$ cat src/rtl/adcres_pkg.sv
package adcres_pkg;
  localparam int SLOTS  = 19;
  localparam int DBL    = 4;
  localparam int SLOT_W = $clog2(SLOTS);
  localparam int RES_W  = 16;

  // Strobes from control to datapath
  typedef struct packed {
    logic              wrEn;
    logic              wrSec;
    logic [SLOT_W-1:0] wrSlot;
    logic              rdEn;
    logic              rdSec;
    logic [SLOT_W-1:0] rdSlot;
  } strobe_t;
endpackage

$ cat src/rtl/adcres_ctrl.sv
module adcres_ctrl
  import adcres_pkg::*;
#(
  parameter int NUM_SLOTS = SLOTS,
  parameter int NUM_DB    = DBL,
  parameter int NUM_LINES = 4
) (
  input  logic                           clk,
  input  logic                           rstN,
  input  logic                           convStart,
  input  logic                           convDone,
  input  logic [SLOT_W-1:0]              convSlot,
  input  logic [NUM_DB-1:0]              dbEnable,
  input  logic [NUM_SLOTS-1:0]           intAtStart,
  input  logic [NUM_LINES-1:0]           lineEnable,
  input  logic [NUM_LINES*NUM_SLOTS-1:0] lineMask,
  input  logic [NUM_LINES-1:0]           flagClr,
  input  logic                           dmaEnable,
  input  logic                           rdEn,
  input  logic                           rdSecond,
  input  logic [SLOT_W-1:0]              rdSlot,
  output strobe_t                        stb,
  output logic [NUM_LINES-1:0]           intFlag,
  output logic [NUM_LINES-1:0]           flagOv,
  output logic                           dmaReq
);
  logic                 slotOk;
  logic [NUM_SLOTS-1:0] slotHot;
  logic [NUM_SLOTS-1:0] evtSlot;
  logic [NUM_LINES-1:0] lineHit;
  logic [NUM_DB-1:0]    bufSel;
  logic                 secPick;

  assign slotOk  = (int'(convSlot) < NUM_SLOTS);
  assign slotHot = slotOk ? (NUM_SLOTS'(1) << convSlot) : '0;
  assign evtSlot = slotHot & ((intAtStart & {NUM_SLOTS{convStart}}) |
                              (~intAtStart & {NUM_SLOTS{convDone}}));

  always_comb begin
    secPick = 1'b0;
    for (int d = 0; d < NUM_DB; d++)
      if (slotHot[d]) secPick = dbEnable[d] & bufSel[d];
  end

  assign stb.wrEn   = convDone & slotOk;
  assign stb.wrSec  = secPick;
  assign stb.wrSlot = convSlot;
  assign stb.rdEn   = rdEn;
  assign stb.rdSec  = rdSecond & (int'(rdSlot) < NUM_DB);
  assign stb.rdSlot = rdSlot;

  for (genvar l = 0; l < NUM_LINES; l++) begin : g_line
    assign lineHit[l] = lineEnable[l] & |(lineMask[l*NUM_SLOTS +: NUM_SLOTS] & evtSlot);
  end

  always_ff @(posedge clk or negedge rstN) begin
    if (!rstN) begin
      bufSel  <= '0;
      intFlag <= '0;
      flagOv  <= '0;
      dmaReq  <= 1'b0;
    end else begin
      for (int d = 0; d < NUM_DB; d++) begin
        if (!dbEnable[d])                 bufSel[d] <= 1'b0;
        else if (convDone && slotHot[d])  bufSel[d] <= ~bufSel[d];
      end
      intFlag <= (intFlag & ~flagClr) | lineHit;
      flagOv  <= (flagOv & ~flagClr) | (lineHit & intFlag & ~flagClr);
      dmaReq  <= dmaEnable & convDone & slotOk;
    end
  end
endmodule

$ cat src/rtl/adcres_datapath.sv
module adcres_datapath
  import adcres_pkg::*;
#(
  parameter int NUM_SLOTS = SLOTS,
  parameter int NUM_DB    = DBL,
  parameter int RAW_W     = 12
) (
  input  logic             clk,
  input  logic             rstN,
  input  strobe_t          stb,
  input  logic [RAW_W-1:0] rawCode,
  input  logic             fmtSigned,
  output logic [RES_W+1:0] rdWord,
  output logic             anyValid,
  output logic             anyOverrun
);
  localparam int PAD_W = RES_W - RAW_W;

  logic [RES_W-1:0]     fmtCode;
  logic [RES_W-1:0]     primData [NUM_SLOTS];
  logic [NUM_SLOTS-1:0] primValid, primOv, primWr, primRd;
  logic [RES_W-1:0]     secData [NUM_DB];
  logic [NUM_DB-1:0]    secValid, secOv, secWr, secRd;

  assign fmtCode = fmtSigned
    ? {{(PAD_W+1){~rawCode[RAW_W-1]}}, rawCode[RAW_W-2:0]}
    : {{PAD_W{1'b0}}, rawCode};

  always_comb begin
    for (int i = 0; i < NUM_SLOTS; i++) begin
      primWr[i] = stb.wrEn & ~stb.wrSec & (stb.wrSlot == SLOT_W'(i));
      primRd[i] = stb.rdEn & ~stb.rdSec & (stb.rdSlot == SLOT_W'(i));
    end
    for (int d = 0; d < NUM_DB; d++) begin
      secWr[d] = stb.wrEn & stb.wrSec & (stb.wrSlot == SLOT_W'(d));
      secRd[d] = stb.rdEn & stb.rdSec & (stb.rdSlot == SLOT_W'(d));
    end
  end

  always_ff @(posedge clk or negedge rstN) begin
    if (!rstN) begin
      for (int i = 0; i < NUM_SLOTS; i++) primData[i] <= '0;
      for (int d = 0; d < NUM_DB; d++)    secData[d]  <= '0;
      primValid <= '0;
      primOv    <= '0;
      secValid  <= '0;
      secOv     <= '0;
    end else begin
      for (int i = 0; i < NUM_SLOTS; i++) begin
        if (primWr[i]) begin
          primData[i]  <= fmtCode;
          primValid[i] <= 1'b1;
          primOv[i]    <= primOv[i] | primValid[i];
        end else if (primRd[i]) begin
          primValid[i] <= 1'b0;
          primOv[i]    <= 1'b0;
        end
      end
      for (int d = 0; d < NUM_DB; d++) begin
        if (secWr[d]) begin
          secData[d]  <= fmtCode;
          secValid[d] <= 1'b1;
          secOv[d]    <= secOv[d] | secValid[d];
        end else if (secRd[d]) begin
          secValid[d] <= 1'b0;
          secOv[d]    <= 1'b0;
        end
      end
    end
  end

  always_comb begin
    rdWord = '0;
    if (stb.rdSec) begin
      for (int d = 0; d < NUM_DB; d++)
        if (stb.rdSlot == SLOT_W'(d)) rdWord = {secValid[d], secOv[d], secData[d]};
    end else begin
      for (int i = 0; i < NUM_SLOTS; i++)
        if (stb.rdSlot == SLOT_W'(i)) rdWord = {primValid[i], primOv[i], primData[i]};
    end
  end

  assign anyValid   = |primValid | |secValid;
  assign anyOverrun = |primOv | |secOv;
endmodule

$ cat src/rtl/adcres_top.sv
module adcres_top
  import adcres_pkg::*;
#(
  parameter int NUM_SLOTS = SLOTS,
  parameter int NUM_DB    = DBL,
  parameter int NUM_LINES = 4,
  parameter int RAW_W     = 12
) (
  input  logic                           clk,
  input  logic                           rstN,
  input  logic                           convStart,
  input  logic                           convDone,
  input  logic [SLOT_W-1:0]              convSlot,
  input  logic [RAW_W-1:0]               rawCode,
  input  logic                           fmtSigned,
  input  logic [NUM_DB-1:0]              dbEnable,
  input  logic [NUM_SLOTS-1:0]           intAtStart,
  input  logic [NUM_LINES-1:0]           lineEnable,
  input  logic [NUM_LINES*NUM_SLOTS-1:0] lineMask,
  input  logic [NUM_LINES-1:0]           flagClr,
  input  logic                           dmaEnable,
  input  logic                           rdEn,
  input  logic [SLOT_W-1:0]              rdSlot,
  input  logic                           rdSecond,
  output logic [RES_W+1:0]               rdWord,
  output logic                           anyValid,
  output logic                           anyOverrun,
  output logic [NUM_LINES-1:0]           intFlag,
  output logic [NUM_LINES-1:0]           flagOv,
  output logic                           anyFlagOv,
  output logic                           dmaReq
);
  strobe_t stb;

  adcres_ctrl #(.NUM_SLOTS(NUM_SLOTS), .NUM_DB(NUM_DB), .NUM_LINES(NUM_LINES)) u_ctrl (
    .clk(clk), .rstN(rstN), .convStart(convStart), .convDone(convDone),
    .convSlot(convSlot), .dbEnable(dbEnable), .intAtStart(intAtStart),
    .lineEnable(lineEnable), .lineMask(lineMask), .flagClr(flagClr),
    .dmaEnable(dmaEnable), .rdEn(rdEn), .rdSecond(rdSecond), .rdSlot(rdSlot),
    .stb(stb), .intFlag(intFlag), .flagOv(flagOv), .dmaReq(dmaReq)
  );

  adcres_datapath #(.NUM_SLOTS(NUM_SLOTS), .NUM_DB(NUM_DB), .RAW_W(RAW_W)) u_dp (
    .clk(clk), .rstN(rstN), .stb(stb), .rawCode(rawCode), .fmtSigned(fmtSigned),
    .rdWord(rdWord), .anyValid(anyValid), .anyOverrun(anyOverrun)
  );

  assign anyFlagOv = |flagOv;
endmodule

$ cat config.mk
export PLATFORM = sky130hd
export DESIGN_NAME = adcres_top
export DESIGN_NICKNAME = d
export VERILOG_FILES = /design/src/rtl/adcres_pkg.sv /design/src/rtl/adcres_ctrl.sv /design/src/rtl/adcres_datapath.sv /design/src/rtl/adcres_top.sv
export SDC_FILE = /design/constraint.sdc
export NUM_CORES = 1
export LEC_CHECK = 0
export ABC_AREA = 1
export BUFFER_PORTS_ARGS = -buffer_cell sky130_fd_sc_hd__buf_2
export CORE_ASPECT_RATIO = 1.5
export CORE_MARGIN = 2
export CORE_UTILIZATION = 50
export CTS_CLUSTER_SIZE = 24
export DETAILED_ROUTE_END_ITERATION = 6
export PLACE_DENSITY_LB_ADDON = 0.25
export SLEW_MARGIN = 25
export SYNTH_ARGS = -nofsm -noshare
export SYNTH_HDL_FRONTEND = slang
export SYNTH_SLANG_ARGS = --single-unit
$ cat constraint.sdc
create_clock -name clk -period 2 [get_ports clk]
set_clock_uncertainty 0.05 [all_clocks]
set_input_delay 0.3 -clock clk [delete_from_list [all_inputs] [get_ports clk]]
set_output_delay 0.3 -clock clk [all_outputs]
set_load 0.05 [all_outputs]
==> flow_summary.json, run 1 <==
{
  "relSlewSlack_pct": 57.9,
  "vias_per_cell": 5.50,
  "synth_area_mm2": 0.0175,
  "grt_pass1_vias": 16900,
  "port_buffers": 166,
  "dp_slack_ns": -0.813,
  "worstRegToRegCells": 9,
  "setup_viol": 20,
  "grt_pass1_wl_mm": 94.9,
  "min_period_ns": 2.91,
  "setup.worst_path.class": "reg -> out",
  "violations": "negative setup slack",
  "hold_violations": 0,
  "cts_tree": "built",
  "grt_max_degree": 58,
  "holdPathStages": 3,
  "routed_wl_mm": 61.2,
  "via_count": 16800,
  "seq_area_frac_synth_pct": 51.3,
  "slew_viol_final": 0,
  "fp.coreArea_mm2": 0.0344,
  "synth_fp_nets": 2368,
  "start_kind": "flip-flop",
  "drt_iter0_markers": 1340,
  "cp.required_ns": 1.65,
  "rrSetupSlack_ns": 0.26,
  "syn2layout_area_growth_pct": 28.9,
  "tns_ns": -12.71,
  "synth.distinct_cells": 46,
  "r2r-start": "u_ctrl.bufSel[3]",
  "final.setup.worst_slack_ns": -0.910,
  "fp.dieW_um": 157,
  "grt_util_all_layers_pct": 34.3,
  "post-route-drc-count": 0,
  "rows": 83,
  "drt.antenna.violating_nets": 0,
  "critPathCaptureType": "output port",
  "syn_inst": 2230,
  "start_util_pct": 50.8,
  "yosysTopAreaCellShare_pct": 51.3,
  "drv_cap": 0,
  "power_density_mw_per_mm2": 820,
  "rr_endpoint": "u_dp.primData[135]",
  "synth_seq_cells": 358,
  "multi_input_area_mm2": 0.00757,
  "register_area_mm2": 0.00896,
  "antenna_found_initial": 2,
  "ir_worst_vdd_uv": 805,
  "cp_data_arrival_time_ns": 2.56,
  "cts_buffer_depth": 3,
  "drive_above_1_share_pct": 23.9,
  "clock_sinks": 358,
  "dr.pass1.iters": 6,
  "finalPower_w": 0.0185,
  "final_util_pct": 65.5,
  "cts-root-buf": "clkbuf_16",
  "dp_hpwl_mm": 44.5,
  "leakagePower_nw": 11.0,
  "htreeDepth": 2,
  "overflow": 0,
  "min-delay-start": "lineEnable[3]",
  "worstMarginPinSlew_ns": 0.632,
  "wl_per_cell_um": 20.0,
  "die_area_mm2": 0.0365,
  "max_freq_ghz": 0.344,
  "fin_nets": 2706,
  "die_h_um": 233,
  "min_to": "u_ctrl.intFlag[3]",
  "crit_fanout": 2,
  "hold_path.class": "in -> reg",
  "synth_top_cell_by_area": "dfrtp_1",
  "clkLatencyLatePin_ns": 0.56,
  "syn_area_per_cell_um2": 7.83,
  "io_pins": 167,
  "rsz0062_at_grt": "yes",
  "cts_made_buffers": 36,
  "gp_congestion": 0.987,
  "clk_pin_slew_worst_paths_ns": 0.06,
  "yosysWarnings": 0,
  "synth_area_leaders": "dfrtp_1 (51%), nand2_1 (16%), o21ai_0 (10%), inv_1 (3.9%), nor2_1 (3.2%)",
  "status": "finished, violations left",
  "fin_crit_sh_pct": 145,
  "fill_cells": 2956
}
## state kept, by name, indices dropped and copies added (netlist names)
| signal | flops |
|---|---|
| u_ctrl.bufSel | 4 |
| u_dp.primValid | 19 |
| u_dp.primOv | 19 |
| u_dp.secValid | 4 |
| u_ctrl.dmaReq | 1 |
| u_dp.secData | 52 |
| u_ctrl.intFlag | 4 |
| u_dp.secOv | 4 |
| u_dp.primData | 247 |
| u_ctrl.flagOv | 4 |
## worst max path at each step
stage | slack [ns] | endpoint | startpoint
after floorplan | -0.14 | rdWord[13] | rdSlot[3]
after global placement | -0.81 | rdWord[2] | rdSlot[0]
after detailed placement | -0.81 | rdWord[2] | rdSlot[0]
after CTS | -0.93 | rdWord[7] | u_dp.primData[279]
after global routing | -1.04 | rdWord[7] | u_dp.primData[279]
final | -0.91 | rdWord[7] | u_dp.primData[279]
## cells by family after synthesis
| kind of cell | after synthesis | share of synthesized area, % |
|---|---|---|
| AND/OR/NAND/NOR | 1088 | 26.7 |
| AO/OA/AOI/OAI | 468 | 14.3 |
| flip-flops | 358 | 51.3 |
| buffers and inverters | 315 | 7.66 |
| adder cells (fa/ha/maj) | 1 | 0.0716 |
## what timing repair did
item                                   4_1_cts  5_1_grt
pin swaps                                   54       68
gates resized for setup                    112       50
hold buffers                                12        0
buffers inserted                            10       11
endpoints found under the hold margin       57        0
setup endpoints to repair                   20       20
## cell usage in the layout (no fill, tap or decap), types with 14 or more instances in the layout
| master | n |
|---|---|
| nand2_1 | 689 |
| dfrtp_1 | 358 |
| o21ai_0 | 354 |
| buf_4 | 201 |
| inv_1 | 168 |
| buf_2 | 140 |
| nor2_1 | 126 |
| nand4_1 | 74 |
| nand3_1 | 57 |
| a21oi_1 | 46 |
| clkbuf_16 | 36 |
| buf_12 | 36 |
| nand2_2 | 28 |
| nand2_4 | 25 |
| inv_2 | 21 |
| nor2_4 | 21 |
| o21ai_1 | 21 |
| buf_6 | 21 |
| nor2_2 | 14 |
| nand3_2 | 14 |
| o22ai_1 | 14 |
## stage by stage
stage               hold slack, ns  cell area, µm²  cells
floorplan                  -0.0456           17700   2230
global placement             0.268           20500   2967
detailed placement           0.264           20500   2967
CTS                         0.0381           22200   3049
global route                0.0565           22500   3061
finish                      0.0638           22500   3061
## critical path, stage by stage (launching register included)
cell and delay, ns:
dfrtp_1 0.40, nand4_1 0.11, nand2_1 0.06, nor2_1 0.10, buf_4 0.14, nand4_1 0.07
nand2_1 0.09, nand4_1 0.17, nor2_1 0.17, nand4_1 0.14, nor2_2 0.13, nand4_1 0.13
nand2_2 0.10, nand2_2 0.05, buf_6 0.15
## synthesized netlist by cell type (all sizes together)
master	instances
o22ai	14
a22o	6
or2	24
nor2	162
o21ai	380
nand3	71
o211ai	4
o21ba	1
ha	1
a32o	2
clkbuf	60
nand2	742
and2	4
a22oi	1
a21oi	46
nor4	5
o41ai	1
nor3	5
a31oi	1
o2111a	5
o21a	1
clkinv	1
a221oi	5
nand4	75
dfrtp	358
inv	194
buf	60
o2bb2ai	1
## area by class of cell
class	instances	area share [%]
clock buffer	46	4.39
antenna	2	0.0222
inverter	195	3.35
clock inverter	16	0.972
tap	467	2.59
multi-input combinational	1557	33.6
timing repair buffer	420	15.3
sequential	358	39.8
## power by group
| part | leakage, nW | internal (W) | total, W | switching (W) |
|---|---|---|---|---|
| Sequential | 4.76 | 0.00816 | 0.00874 | 0.000584 |
| Combinational | 5.66 | 0.00108 | 0.00274 | 0.00166 |
| Clock | 0.591 | 0.00405 | 0.00698 | 0.00293 |
| Total | 11.0 | 0.0133 | 0.0185 | 0.00517 |
## per-layer routing
metal	global-route usage, %	vias to the layer above	part of all wire [%]
met4	16.9	0	5.5
met2	58.6	622	50
met1	43.0	8148	40
met3	3.80	166	4.8
li1	-	7902	-
met5	0	-	0
Power figures use the tool's default switching activity.
==> run 2: changes to the inputs <==
--- a/config.mk
+++ b/config.mk
@@ -8,12 +8,11 @@
 export ABC_AREA = 1
 export BUFFER_PORTS_ARGS = -buffer_cell sky130_fd_sc_hd__buf_2
 export CORE_ASPECT_RATIO = 1.5
-export CORE_MARGIN = 2
 export CORE_UTILIZATION = 50
 export CTS_CLUSTER_SIZE = 24
 export DETAILED_ROUTE_END_ITERATION = 6
 export PLACE_DENSITY_LB_ADDON = 0.25
-export SLEW_MARGIN = 25
+export SLEW_MARGIN = 10
 export SYNTH_ARGS = -nofsm -noshare
 export SYNTH_HDL_FRONTEND = slang
 export SYNTH_SLANG_ARGS = --single-unit
==> constraint.sdc (replaced) <==
create_clock -name clk -period 2 [get_ports clk]
set_clock_uncertainty 0.05 [all_clocks]
set_input_delay 0.1 -clock clk [delete_from_list [all_inputs] [get_ports clk]]
set_output_delay 0.1 -clock clk [all_outputs]
set_load 0.05 [all_outputs]
==> flow_summary.json, run 2 (same netlist as run 1, synthesis figures left out) <==
{
  "max_stage_delay_ns": 0.39,
  "final_cell_mix": "nand2_1 (707), dfrtp_1 (358), o21ai_0 (354)",
  "cp.required_ns": 1.85,
  "slew_viol_final": 0,
  "fill_cells": 3027,
  "timing.hold.ws_ns": 0.0301,
  "violations": "negative setup slack",
  "die_h_um": 231,
  "comb_power_share_pct": 14.5,
  "grt_util_all_layers_pct": 33.5,
  "largestRegisters": "u_dp.primData: 247 flops, u_dp.secData: 52 flops",
  "critPathCaptureType": "output port",
  "dr.pass1.iters": 6,
  "setup_viol": 19,
  "critPathBufInv": 1,
  "power_density_mw_per_mm2": 838,
  "cp_data_arrival_time_ns": 2.55,
  "start_kind": "flip-flop",
  "routed_wl_mm": 58.3,
  "relSlewSlack_pct": 61.6,
  "overflow": 0,
  "port_buffers": 166,
  "start_util_pct": 51.0,
  "wl_per_cell_um": 19.7,
  "post-route-drc-count": 0,
  "path_delay_family": "simple AND/OR/NAND/NOR gates",
  "dp_slack_ns": -0.401,
  "cts_made_buffers": 35,
  "p_sw_share_pct": 27.9,
  "final_util_pct": 63.1,
  "p_clk_share_pct": 37.3,
  "drt.antenna.violating_nets": 0,
  "dp_hpwl_mm": 42.0,
  "fp.dieW_um": 155,
  "die_area_mm2": 0.0357,
  "setup.worst_path.class": "reg -> out",
  "syn2layout_area_growth_pct": 23.7,
  "layout_commonest_cell": "nand2_1",
  "crit_fanout": 2,
  "internal-power_w": 0.0131,
  "finalPower_w": 0.0181,
  "rsz0062_at_grt": "yes",
  "worstMarginPinSlew_ns": 0.576,
  "crit_chain": "o211ai_1 -> nand3_1 -> nand2_1 -> nand4_1 -> nor2_1 -> nand4_1 -> nor2_2 -> nand4_1 -> nor2_1 -> nand3_1 -> nand2_1 -> nand2_1 -> buf_6",
  "fin_crit_sh_pct": 135,
  "clk_pin_slew_worst_paths_ns": 0.06,
  "clock_sinks": 358,
  "drt_iter0_markers": 1272,
  "max_freq_ghz": 0.370,
  "leakagePower_nw": 10.6,
  "antennaDiodeCount": 0,
  "fin_nets": 2652,
  "final.setup.worst_slack_ns": -0.703,
  "cts_tree": "built",
  "io_pins": 167,
  "drv_cap": 0,
  "status": "finished, violations left",
  "cts_buffer_depth": 3,
  "hold_path.class": "in -> reg",
  "largest_reg_flops": 247,
  "antenna_found_initial": 0,
  "htreeDepth": 2,
  "clkLatencyLatePin_ns": 0.53,
  "rows": 83,
  "share_seq_of_total_power_pct": 48.2,
  "crit_slowest_cell": "dfrtp_1",
  "cts-root-buf": "clkbuf_16",
  "grt_max_degree": 64,
  "vias_per_cell": 5.66,
  "fp.coreArea_mm2": 0.0343,
  "hold_violations": 0,
  "grt_pass1_wl_mm": 91.1,
  "min_period_ns": 2.70,
  "via_count": 16800,
  "power.switching_w": 0.00505,
  "gp_congestion": 0.953,
  "grt_pass1_vias": 16900,
  "drive_above_1_share_pct": 21.2,
  "ir_worst_vdd_uv": 614,
  "largest_register": "u_dp.primData"
}
## run 2: cell count changes in the layout (fill, tap and decap cells not counted), sizes merged
cell	change
bufinv	-3
dlygate4sd3	+3
buf	-56
diode	-2
clkinv	-4
clkinvlp	-3
clkbuf	+10
## run 2: metrics by stage
| stage | TNS (ns) | std cells | cell area, µm² |
|---|---|---|---|
| floorplan | 0 | 2230 | 17500 |
| global route | -9.80 | 2964 | 21600 |
| finish | -7.33 | 2964 | 21600 |
| global placement | -5.68 | 2882 | 19900 |
| CTS | -7.67 | 2962 | 21500 |
| detailed placement | -6.09 | 2882 | 19900 |
## run 2: final timing paths
path | from | endpoint | slack [ns] | depth (start not counted)
max | u_dp.primData[265] | rdWord[9] | -0.70 | 13
max in group asynchronous | rstN | u_dp.primData[201] | 1.09 | 3
min in group asynchronous | rstN | u_dp.primData[25] | 0.08 | 2
min | lineEnable[2] | u_ctrl.intFlag[2] | 0.03 | 4
min reg2reg | u_dp.primData[110] | u_dp.primData[110] | 0.43 | 2
max reg2reg | u_ctrl.bufSel[3] | u_dp.primData[256] | 0.25 | 7
## run 2: repair_timing
action | 4_1_cts | 5_1_grt
pin swaps | 21 | 18
endpoints found under the hold margin | 329 | 0
setup buffers | 3 | 2
hold buffers | 15 | 0
endpoints found under the setup margin | 20 | 22
resized for setup | 85 | 35
## run 2: tightest hold or removal path, delay by kind of cell
family	cells	cell delay (ns)
buffers and inverters	2	0.25
AOI/OAI and AO/OA	2	0.22
## run 2: power groups by stage
| stage | clock [W] | combinational, W | sequential (W) |
|---|---|---|---|
| finish | 0.00676 | 0.00262 | 0.00874 |
| global placement | 0 | 0.00234 | 0.00879 |
| detailed placement | 0 | 0.00243 | 0.00883 |
| CTS | 0.00684 | 0.00257 | 0.00871 |
| floorplan | 0 | 0.00139 | 0.00870 |
| global route | 0.00709 | 0.00291 | 0.00883 |
## run 2: metal layers
metal | part of all wire [%] | vias up | GRT usage, %
li1 | - | 7772 | -
met1 | 36 | 8045 | 37.1
met3 | 6.1 | 222 | 5.07
met4 | 7.6 | 0 | 24.3
met5 | 0 | - | 0
met2 | 50 | 723 | 58.6
## run 2: layout make-up
class | count | area [µm²] | share of cell area, %
tap | 425 | 532 | 2.46
sequential | 358 | 8960 | 41.5
clock inverter | 6 | 61.3 | 0.284
timing repair buffer | 367 | 2790 | 12.9
clock buffer | 56 | 1110 | 5.12
multi-input combinational | 1557 | 7420 | 34.4
inverter | 195 | 732 | 3.39
